## config.mk

```make
export PLATFORM = sky130hd
export DESIGN_NAME = seg_thermo_dec
export DESIGN_NICKNAME = d
export VERILOG_FILES = /design/src/rtl/seg_thermo_pkg.sv /design/src/rtl/thermo_dec.sv /design/src/rtl/matrix_dec.sv /design/src/rtl/group_overlay.sv /design/src/rtl/seg_thermo_dec.sv
export SDC_FILE = /design/constraint.sdc
export NUM_CORES = 1
export LEC_CHECK = 0
export ABC_AREA = 1
export BUFFER_PORTS_ARGS = -buffer_cell sky130_fd_sc_hd__buf_2
export CORE_MARGIN = 2
export CORE_UTILIZATION = 53
export CTS_CLUSTER_SIZE = 28
export DETAILED_ROUTE_END_ITERATION = 16
export HOLD_SLACK_MARGIN = 0.08
export PLACE_DENSITY = 0.8
export SETUP_SLACK_MARGIN = 0.05
export SYNTH_ARGS = -nofsm -noshare
export SYNTH_HDL_FRONTEND = slang
export SYNTH_SLANG_ARGS = --single-unit
```

## constraint.sdc

```tcl
create_clock -name clk_i -period 0.8 [get_ports clk_i]
set_input_delay 0.04 -clock clk_i [delete_from_list [all_inputs] [get_ports clk_i]]
set_output_delay 0.04 -clock clk_i [all_outputs]
set_load 0.005 [all_outputs]
```

## src/rtl/seg_thermo_pkg.sv

```systemverilog
package seg_thermo_pkg;
  typedef enum logic {
    GRP_ROW = 1'b0,
    GRP_COL = 1'b1
  } grp_mode_e;
endpackage

```

## src/rtl/thermo_dec.sv

```systemverilog
module thermo_dec #(
  parameter int IN_W  = 3,
  parameter int OUT_N = 7
) (
  input  logic [IN_W-1:0]  bin_i,
  output logic [OUT_N-1:0] therm_o
);
  for (genvar g = 0; g < OUT_N; g++) begin : g_bit
    assign therm_o[g] = (bin_i > IN_W'(g));
  end
endmodule

```

## src/rtl/matrix_dec.sv

```systemverilog
module matrix_dec #(
  parameter int UPPER_W = 6,
  parameter int COL_W   = 3
) (
  input  logic [UPPER_W-1:0]                         upper_i,
  output logic [(1<<(UPPER_W-COL_W))*(1<<COL_W)-1:0] cells_o
);
  localparam int ROW_W    = UPPER_W - COL_W;
  localparam int NUM_COLS = 1 << COL_W;
  localparam int NUM_ROWS = 1 << ROW_W;

  logic [ROW_W-1:0]    row_idx;
  logic [COL_W-1:0]    col_idx;
  logic [NUM_ROWS-1:0] row_full;
  logic [NUM_ROWS-1:0] row_act;
  logic [NUM_COLS-1:0] col_part;

  assign row_idx = upper_i[UPPER_W-1:COL_W];
  assign col_idx = upper_i[COL_W-1:0];

  // rows strictly below the active row are fully on
  thermo_dec #(.IN_W(ROW_W), .OUT_N(NUM_ROWS)) i_row_therm (
    .bin_i   (row_idx),
    .therm_o (row_full)
  );

  // partial fill inside the active row
  thermo_dec #(.IN_W(COL_W), .OUT_N(NUM_COLS)) i_col_therm (
    .bin_i   (col_idx),
    .therm_o (col_part)
  );

  for (genvar r = 0; r < NUM_ROWS; r++) begin : g_row
    assign row_act[r] = (row_idx == ROW_W'(r));
    for (genvar c = 0; c < NUM_COLS; c++) begin : g_col
      assign cells_o[r*NUM_COLS + c] = row_full[r] | (row_act[r] & col_part[c]);
    end
  end
endmodule

```

## src/rtl/group_overlay.sv

```systemverilog
module group_overlay
  import seg_thermo_pkg::*;
#(
  parameter int NUM_ROWS = 8,
  parameter int NUM_COLS = 8
) (
  input  grp_mode_e                    mode_i,
  input  logic [NUM_COLS-1:0]          col_addr_i,
  input  logic [NUM_ROWS-1:0]          row_addr_i,
  output logic [NUM_ROWS*NUM_COLS-1:0] cells_o
);
  logic col_ok;
  logic row_ok;
  logic col_go;
  logic row_go;

  // invalid addresses (none or several bits) select nothing
  assign col_ok = $onehot(col_addr_i);
  assign row_ok = $onehot(row_addr_i);
  assign col_go = (mode_i == GRP_COL) && col_ok;
  assign row_go = (mode_i == GRP_ROW) && row_ok;

  for (genvar r = 0; r < NUM_ROWS; r++) begin : g_row
    for (genvar c = 0; c < NUM_COLS; c++) begin : g_col
      assign cells_o[r*NUM_COLS + c] = (col_go & col_addr_i[c]) | (row_go & row_addr_i[r]);
    end
  end
endmodule

```

## src/rtl/seg_thermo_dec.sv

```systemverilog
module seg_thermo_dec
  import seg_thermo_pkg::*;
#(
  parameter int UPPER_W = 6,
  parameter int COL_W   = 3,
  parameter int LOWER_W = 4,
  localparam int ROW_W       = UPPER_W - COL_W,
  localparam int NUM_COLS    = 1 << COL_W,
  localparam int NUM_ROWS    = 1 << ROW_W,
  localparam int NUM_CELLS   = NUM_ROWS * NUM_COLS,
  localparam int LOWER_CELLS = (1 << LOWER_W) - 1,
  localparam int CODE_W      = UPPER_W + LOWER_W
) (
  input  logic                   clk_i,
  input  logic                   rst_ni,
  input  logic [CODE_W-1:0]      code_i,
  input  logic                   test_sel_i,
  input  logic                   col_mode_i,
  input  logic [NUM_COLS-1:0]    col_addr_i,
  input  logic [NUM_ROWS-1:0]    row_addr_i,
  output logic [NUM_CELLS-1:0]   cell_en_o,
  output logic [LOWER_CELLS-1:0] lsb_en_o
);
  logic [UPPER_W-1:0]     upper;
  logic [LOWER_W-1:0]     lower;
  logic [NUM_CELLS-1:0]   norm_cells;
  logic [NUM_CELLS-1:0]   test_cells;
  logic [LOWER_CELLS-1:0] norm_lsb;
  logic [NUM_CELLS-1:0]   cell_d;
  logic [LOWER_CELLS-1:0] lsb_d;
  grp_mode_e              grp_mode;

  assign upper    = code_i[CODE_W-1:LOWER_W];
  assign lower    = code_i[LOWER_W-1:0];
  assign grp_mode = grp_mode_e'(col_mode_i);

  matrix_dec #(.UPPER_W(UPPER_W), .COL_W(COL_W)) i_matrix (
    .upper_i (upper),
    .cells_o (norm_cells)
  );

  thermo_dec #(.IN_W(LOWER_W), .OUT_N(LOWER_CELLS)) i_lsb_therm (
    .bin_i   (lower),
    .therm_o (norm_lsb)
  );

  group_overlay #(.NUM_ROWS(NUM_ROWS), .NUM_COLS(NUM_COLS)) i_overlay (
    .mode_i     (grp_mode),
    .col_addr_i (col_addr_i),
    .row_addr_i (row_addr_i),
    .cells_o    (test_cells)
  );

  // test mode isolates the matrix group; lower segment stays dark
  always_comb begin
    if (test_sel_i) begin
      cell_d = test_cells;
      lsb_d  = '0;
    end else begin
      cell_d = norm_cells;
      lsb_d  = norm_lsb;
    end
  end

  always_ff @(posedge clk_i or negedge rst_ni) begin
    if (!rst_ni) begin
      cell_en_o <= '0;
      lsb_en_o  <= '0;
    end else begin
      cell_en_o <= cell_d;
      lsb_en_o  <= lsb_d;
    end
  end
endmodule

```

## After elaboration in Yosys (flattened, before gate mapping)

Cells that the tools add are included.

| storage, ports and cells | value |
|---|---|
| logic and storage cells | 270 |
| latch bits | 0 |
| flip-flop bits (word level) | 79 |
| output and inout port bits | 79 |
| memory bits (writable) | 0 |
| memory bits (read-only) | 0 |
| memories kept | 0 |

| operators by class | value |
|---|---|
| $mul | 0 |
| bitwise operators | 209 |
| add/sub/neg operators | 14 |
| mux-type cells | 2 |
| reduce and logical (&&, ||, !) cells | 3 |
| div/mod/pow operators | 0 |
| equality and inequality tests | 9 |
| shifts and indexed selects | 0 |
| $lt $le $gt $ge | 31 |

Operators by type and width:

| kind | number |
|---|---|
| $or 1x1->1 | 128 |
| $and 1x1->1 | 80 |
| $mux 64 | 1 |
| $gt 4x4->1 const B | 7 |
| $add 4x4->4 | 6 |
| $gt 3x3->1 const B | 8 |
| $add 1x1->2 | 8 |
| $gt 4x3->1 const B | 4 |
| $mux 15 | 1 |
| $eq 3x3->1 const B | 4 |
| $gt 3x1->1 const B | 4 |
| $gt 3x2->1 const B | 4 |
| $eq 4x1->1 const B | 2 |
| $gt 4x1->1 const B | 2 |
| $gt 4x2->1 const B | 2 |
| $eq 3x2->1 const B | 2 |
| $eq 3x1->1 const B | 1 |
| $logic_not 3->1 | 1 |
| $logic_and 1x1->1 | 2 |
| $not 1->1 | 1 |

## Longest topological paths before layout

Gate-level depths: netlist of run 1.

| logic depth | value |
|---|---|
| word-level depth | 8 |
| mapped depth | 12 |
| depth with buffers taken out | 12 |

## Cells and area by module

A second synthesis of run 1 with hierarchy kept.

| second synthesis, totals | value |
|---|---|
| cell total of the unflattened synthesis | 672 |
| area, all modules | 4869.7 um^2 |

By module, submodules not included:

| module | cells an instance | area an instance (um^2) | times used |
|---|---|---|---|
| seg_thermo_dec | 317 | 2925.3 | 1 |
| group_overlay | 137 | 854.6 | 1 |
| matrix_dec | 164 | 852.1 | 1 |
| thermo_dec at i_matrix.i_col_therm ... | 14 | 61.3 | 2 |
| thermo_dec at i_lsb_therm | 26 | 115.1 | 1 |

## Worst setup path after synthesis of run 1

Ideal clock, no wire load.

| timing path | value |
|---|---|
| path kind | input port to flip-flop |
| start point | input port row_addr_i[0] |
| end point | register cell_en_o[57] |
| path slack | -2.043 ns |
| data arrival time | 2.777 ns |
| data required time | 0.734 ns |
| stages | 12 |
| buffers on the path | 0 |
| cells stage by stage | ha_1 fa_1 inv_1 fa_1 inv_1 ha_1 fa_1 nor2_4 nand4_4 nand2_1 nand2_1 nand2_1 |

| between the ends | value |
|---|---|
| word-level cells in the longest chain between the ends | 8 |

RTL lines:

| element | RTL line | text |
|---|---|---|
| from (decl) | seg_thermo_dec.sv:20 | `input logic [NUM_ROWS-1:0] row_addr_i,` |
| $add 1x1->2 (implied by the code) | group_overlay.sv:19 | `assign row_ok = $onehot(row_addr_i);` |
| $add 4x4->4 (implied by the code) (2 in series) | group_overlay.sv:19 |  |
| $eq 4x1->1 | group_overlay.sv:19 |  |
| $logic_and 1x1->1 | group_overlay.sv:21 | `assign row_go = (mode_i == GRP_ROW) && row_ok;` |
| $and 1x1->1 | group_overlay.sv:25 | `assign cells_o[r*NUM_COLS + c] = (col_go & col_addr_i[c]) \| (row_go & row_addr_i[r]);` |
| $or 1x1->1 | group_overlay.sv:25 |  |
| $mux 64 | seg_thermo_dec.sv:56 | `if (test_sel_i) begin` |
| via cell_d[57] | seg_thermo_dec.sv:29 | `logic [NUM_CELLS-1:0] cell_d;` |
| to (signal assigned) | seg_thermo_dec.sv:70 | `cell_en_o <= cell_d;` |
| to (decl) | seg_thermo_dec.sv:21 | `output logic [NUM_CELLS-1:0] cell_en_o,` |

The timed path passes the listed nets, and every way through them passes these cells.

## Final worst setup path of run 1

| timing path | value |
|---|---|
| start point | input port row_addr_i[5] |
| end point | register cell_en_o[63] |

The elaborated chain is that of the path after synthesis.

==> results of run 1 <==
-- flip-flops by register name, summed over array words and instances, names as in the netlist --
register,cells
cell_en_o,64
lsb_en_o,15
-- per-layer routing --
layer	up-vias	routed length, um
met4	0	282
met1	1990	5110
met3	30	898
met5	-	0
li1	1911	-
met2	214	6400
-- cell families after synthesis --
family          after synthesis  synth area share (%)
simple gates                284                  31.5
flops                        79                  47.8
buf+inv                      59                  5.75
compound gates               58                  7.41
fa+ha+maj                    20                  7.50
-- worst min-delay path by stage --
stage / slack, ns / depth (start not counted) / endpoint / from
2_1_floorplan: -0.26 / 0 / cell_en_o[0] / rst_ni
3_3_place_gp: -0.05 / 1 / cell_en_o[58] / rst_ni
3_5_place_dp: -0.05 / 1 / cell_en_o[47] / rst_ni
4_1_cts: 0.04 / 3 / lsb_en_o[3] / code_i[2]
5_1_grt: 0.007 / 3 / lsb_en_o[9] / code_i[1]
6_report: -0.02 / 3 / lsb_en_o[9] / code_i[1]
-- through the flow --
stage,hold WS (ns),instances,TNS [ns]
2_1_floorplan,-0.256,500,-123.63
3_3_place_gp,-0.0525,752,-140.56
3_5_place_dp,-0.0522,752,-147.53
4_1_cts,0.0437,774,-117.25
5_1_grt,0.00669,775,-122.91
6_report,-0.0171,775,-115.75
-- power groups by stage --
| stage | Sequential, W | Clock, W | Combinational (W) |
|---|---|---|---|
| finish | 0.00455 | 0.00303 | 0.00407 |
| global route | 0.00458 | 0.00324 | 0.00443 |
| detailed placement | 0.00463 | 0 | 0.00363 |
| global placement | 0.00461 | 0 | 0.00350 |
| CTS | 0.00455 | 0.00304 | 0.00398 |
| floorplan | 0.00469 | 0 | 0.00191 |
-- placed cells by master, fill, tap and decap left out, drive strengths merged, types with 2 or more instances in the layout --
| master | synthesis | layout |
|---|---|---|
| nand2 | 233 | 233 |
| buf | 13 | 169 |
| dfrtp | 79 | 79 |
| inv | 41 | 46 |
| o21ai | 40 | 40 |
| nor2 | 22 | 22 |
| nand3 | 19 | 19 |
| ha | 12 | 12 |
| a21oi | 10 | 10 |
| clkbuf | 4 | 9 |
| nand4 | 8 | 8 |
| fa | 8 | 8 |
| a31oi | 3 | 3 |
| dlygate4sd3 | 0 | 3 |
| nor3 | 2 | 2 |
| o211ai | 2 | 2 |
| clkinv | 1 | 2 |
| dlymetal6s4s | 0 | 2 |
-- cell type report --
type                       instances  area, um2
fill                             556       1860
clock inverter                     7       75.1
timing repair buffer             174       1200
clock buffer                       9        124
multi-input combinational        362       2120
tap                              102        128
sequential                        79       1980
inverter                          42        158
-- repair_timing --
action,CTS,global route
setup buffers,1,1
hold endpoints to repair,93,9
hold buffers,5,2
endpoints found under the setup margin,143,157
gates resized for setup,33,21
pin swaps,60,28
==> results.yml, run 1 <==
outcome:
  run_status: "finished, violations left"
  violations: "negative hold slack, negative setup slack"
place:
  gp_congestion: 0.960
  portBuffers: 108
  dp_hpwl_um: 9080
  pre_cts_slack_ns: -2.35
  dpl_cell_area_mm2: 0.00530
worst_setup_path:
  startpoint_type: "primary input"
  setup.worst_path.class: "in2reg"
  cp_num_cells: 12
  max_stage_delay_ns: 0.56
  cpMaxStageDelayCell: "fa_1"
  crit_required_ns: 1.07
  path_max_fanout: 8
  setup.worst_path.start: "row_addr_i[5]"
  crit_path_frequent_cell: "fa_1"
  path_buf_inv: 4
  endpoint: "cell_en_o[63]"
  end_kind: "flop"
  cp.arrival_ns: 2.80
  path_cells: "buf_8 -> ha_4 -> fa_1 -> inv_1 -> fa_1 -> inv_1 -> ha_2 -> fa_1 -> nor2_4 -> buf_12 -> nand4_4 -> a21oi_1"
  crit_family: "adder cells"
pwr:
  ir_drop_v: 0.00201
  p_clk_share_pct: 26.0
  power_leakage_nw: 3.48
  share_comb_of_total_power_pct: 34.9
  power_density_mw_per_mm2: 2010
  p_int_w: 0.00757
  total_power_w: 0.0116
  seqPwrFrac_pct: 39.1
  p_sw_w: 0.00408
  swShare_pct: 35.0
logic_synthesis:
  synth_area_mm2: 0.00414
  synth.avg_cell_area_um2: 8.27
  synth_top_area_share_pct: 47.8
  ys_seq_area_share_pct: 47.8
  synth_warnings: 0
  ys_top_cells_by_area: "dfrtp_1 48%, nand2_1 21%, o21ai_0 4.6%"
  mappedNetlistNets: 550
  synth_common_cells: "232 x nand2_1, 79 x dfrtp_1, 39 x inv_1"
  ys_ff_latch: 79
  synthFlopType: "dfrtp_1"
  synth_edf_count: 0
  synthDistinctLibCells: 25
  yosys.area.top_type: "dfrtp_1"
  async_reset_ff_share_pct: 100
  synthCells: 500
  synth.most_common_cell: "nand2_1"
routing:
  drc: 0
  first_pass_iters: 5
  viasPerCell: 5.35
  vias: 4145
  drt_iter0_markers: 322
  wirelength_um: 12700
  drtAntennaViolNets: 0
  wire_per_inst_um: 16.4
global_route:
  grt_pass1_wl_um: 20100
  grt_antenna_before_repair: 0
  met3_usage_pct: 5.86
  grt_busiest_layer: "met2"
  overflow: 0
  grt_pass1_vias: 4094
  use_met1_pct: 39.1
  track_usage_pct: 30.5
  use_met2_pct: 52.9
  grt_max_degree: 27
clock_network:
  clk_pin_slew_worst_paths_ns: 0.09
  root_buffer: "clkbuf_8"
  htree_levels: 3
  cts_buffers: 9
  cts_tree: "done"
  cts_max_path_buffers: 2
  clkSinkCount: 79
sta:
  worst_slack_ns: -1.72
  final.period_utilization_pct: 316
  hold_viol: 1
  max-slew-margin-rel_pct: 66.1
  rsz0062_at_grt: "yes"
  worst_pin_slew_ns: 0.507
  hold-worst-slack_ns: -0.0171
  drv_slew: 0
  max_clock_freq_ghz: 0.396
  period_minus_slack_ns: 2.52
  setup_violations: 152
die:
  num_rows: 32
  die_y_um: 92.3
  initial_core_util_pct: 54.1
  coreArea_mm2: 0.00765
  die_x_um: 92.3
  ios: 109
  dieArea_mm2: 0.00853
final_layout:
  nets: 718
  drive_gt1_share_pct: 36.0
  synthToLayoutAreaGrowth_pct: 39.9
  antenna_cells: 0
  final_util_pct: 75.7
  design_area_mm2: 0.00579
min_path:
  min_path_type: "in2reg"
run:
  max_cap_viol_count: 0
No activity file was read; power rests on OpenSTA's default activity.
==> inputs of run 2 (changes only) <==
--- a/config.mk
+++ b/config.mk
@@ -8,11 +8,12 @@
 export ABC_AREA = 1
 export BUFFER_PORTS_ARGS = -buffer_cell sky130_fd_sc_hd__buf_2
 export CORE_MARGIN = 2
-export CORE_UTILIZATION = 53
+export CORE_UTILIZATION = 55
+export CTS_BUF_LIST = sky130_fd_sc_hd__clkbuf_8
 export CTS_CLUSTER_SIZE = 28
 export DETAILED_ROUTE_END_ITERATION = 16
 export HOLD_SLACK_MARGIN = 0.08
-export PLACE_DENSITY = 0.8
+export PLACE_DENSITY = 0.83
 export SETUP_SLACK_MARGIN = 0.05
 export SYNTH_ARGS = -nofsm -noshare
 export SYNTH_HDL_FRONTEND = slang
==> run 2 against run 1 <==
The run still ends with negative hold slack, negative setup slack left. Critical path depth is 2 higher. First-iteration DRC count is 22% higher. Sequential power hardly changed. Cell count is 0.39% lower. Wire length is 4.7% higher. Fmax is 2.4% lower. Largest cell class unchanged. Largest power group unchanged.
==> results.yml, run 2 (synthesis results as in run 1) <==
die:
  num_rows: 31
  coreArea_mm2: 0.00725
  die_y_um: 90.7
  ios: 109
  die_x_um: 90.7
  dieArea_mm2: 0.00823
  initial_core_util_pct: 57.0
sta:
  final.period_utilization_pct: 323
  setup_violations: 155
  drv_slew: 0
  max-slew-margin-rel_pct: 63.0
  hold_viol: 2
  worst_pin_slew_ns: 0.552
  worst_slack_ns: -1.79
  rsz0062_at_grt: "yes"
  max_clock_freq_ghz: 0.387
  period_minus_slack_ns: 2.59
  hold-worst-slack_ns: -0.00851
global_route:
  overflow: 0
  grt_pass1_vias: 4106
  track_usage_pct: 33.5
  grt_antenna_before_repair: 0
  grt_pass1_wl_um: 21100
  grt_max_degree: 44
clock_network:
  htree_levels: 3
  root_buffer: "clkbuf_8"
  clkSinkCount: 79
  clk_pin_slew_worst_paths_ns: 0.09
  cts_buffers: 9
  cts_tree: "done"
  cts_max_path_buffers: 2
final_layout:
  fillers: 490
  fin_cells: 772
  reg_top3: "cell_en_o: 64 flops, lsb_en_o: 15 flops"
  design_area_mm2: 0.00579
  synthToLayoutAreaGrowth_pct: 39.9
  final_cell_mix: "216 x nand2_1, 100 x buf_2, 79 x dfrtp_1"
  largest_reg_flops: 64
  mostFrequentLayoutCell: "nand2_1"
  nets: 718
  top_register: "cell_en_o"
  drive_gt1_share_pct: 36.1
  final_util_pct: 79.8
  antenna_cells: 0
routing:
  drtAntennaViolNets: 0
  viasPerCell: 5.44
  drc: 0
  drt_iter0_markers: 393
  vias: 4199
  wirelength_um: 13300
  first_pass_iters: 6
  wire_per_inst_um: 17.2
worst_setup_path:
  startpoint_type: "primary input"
  end_kind: "flop"
  cp.arrival_ns: 2.89
  setup.worst_path.class: "in2reg"
  path_max_fanout: 8
  crit_required_ns: 1.10
outcome:
  violations: "negative hold slack, negative setup slack"
  run_status: "finished, violations left"
min_path:
  min_path_type: "in2reg"
pwr:
  p_int_w: 0.00737
  share_comb_of_total_power_pct: 36.2
  total_power_w: 0.0117
  seqPwrFrac_pct: 39.0
  p_sw_w: 0.00430
  p_clk_share_pct: 24.7
  swShare_pct: 36.9
  power_density_mw_per_mm2: 2020
  power_leakage_nw: 3.45
  ir_drop_v: 0.00129
place:
  gp_congestion: 0.963
  dp_cells: 746
  dpl_cell_area_mm2: 0.00527
  dp_hpwl_um: 8760
  portBuffers: 108
run:
  max_cap_viol_count: 0
run 2: metrics by stage:
step / worst slack (ns) / setup TNS, ns
floorplan: -1.94 / -123.63
global placement: -2.25 / -140.73
detailed placement: -2.38 / -148.47
CTS: -1.73 / -117.76
global route: -1.87 / -129.61
finish: -1.79 / -120.08
run 2: timing repair:
| item | 4_1_cts | 5_1_grt |
|---|---|---|
| hold endpoints to repair | 95 | 14 |
| hold buffers | 6 | 4 |
| gates resized for setup | 37 | 22 |
| pin swaps | 39 | 23 |
| setup endpoints to repair | 143 | 158 |
| setup buffers | 3 | 1 |
run 2: worst max-delay path, cell delays in order:
cell	delay [ns]
buf_2	0.13
ha_4	0.15
fa_1	0.51
inv_1	0.05
fa_1	0.48
inv_1	0.05
ha_2	0.17
fa_2	0.45
nor2_4	0.23
buf_12	0.17
nand4_4	0.17
nand2_1	0.11
nand2_1	0.08
nand2_2	0.10
run 2: area by class of cell:
cell class | instances | area, um2 | share of cell area, %
inverter | 42 | 158 | 2.72
multi-input combinational | 362 | 2120 | 36.6
clock inverter | 7 | 61.3 | 1.06
tap | 99 | 124 | 2.14
clock buffer | 9 | 124 | 2.14
timing repair buffer | 174 | 1220 | 21.1
sequential | 79 | 1980 | 34.2
run 2: path summary, 6_finish.rpt:
| kind | start | end | depth (start not counted) |
|---|---|---|---|
| worst min-delay path | code_i[2] | lsb_en_o[3] | 3 |
| min in group asynchronous | rst_ni | cell_en_o[3] | 2 |
| max in group asynchronous | rst_ni | lsb_en_o[11] | 3 |
| worst max-delay path | row_addr_i[3] | cell_en_o[33] | 14 |
run 2: power groups by stage:
stage	Combinational, W	Sequential [W]	Clock (W)
floorplan	0.00191	0.00469	0
global placement	0.00354	0.00461	0
detailed placement	0.00366	0.00462	0
CTS	0.00404	0.00454	0.00283
global route	0.00457	0.00459	0.00306
finish	0.00423	0.00455	0.00289
run 2: layer usage:
layer	global-route usage (%)	routed length, um
met2	59.5	6850
met3	5.93	1150
met1	41.0	4830
met4	11.5	454
met5	0	0
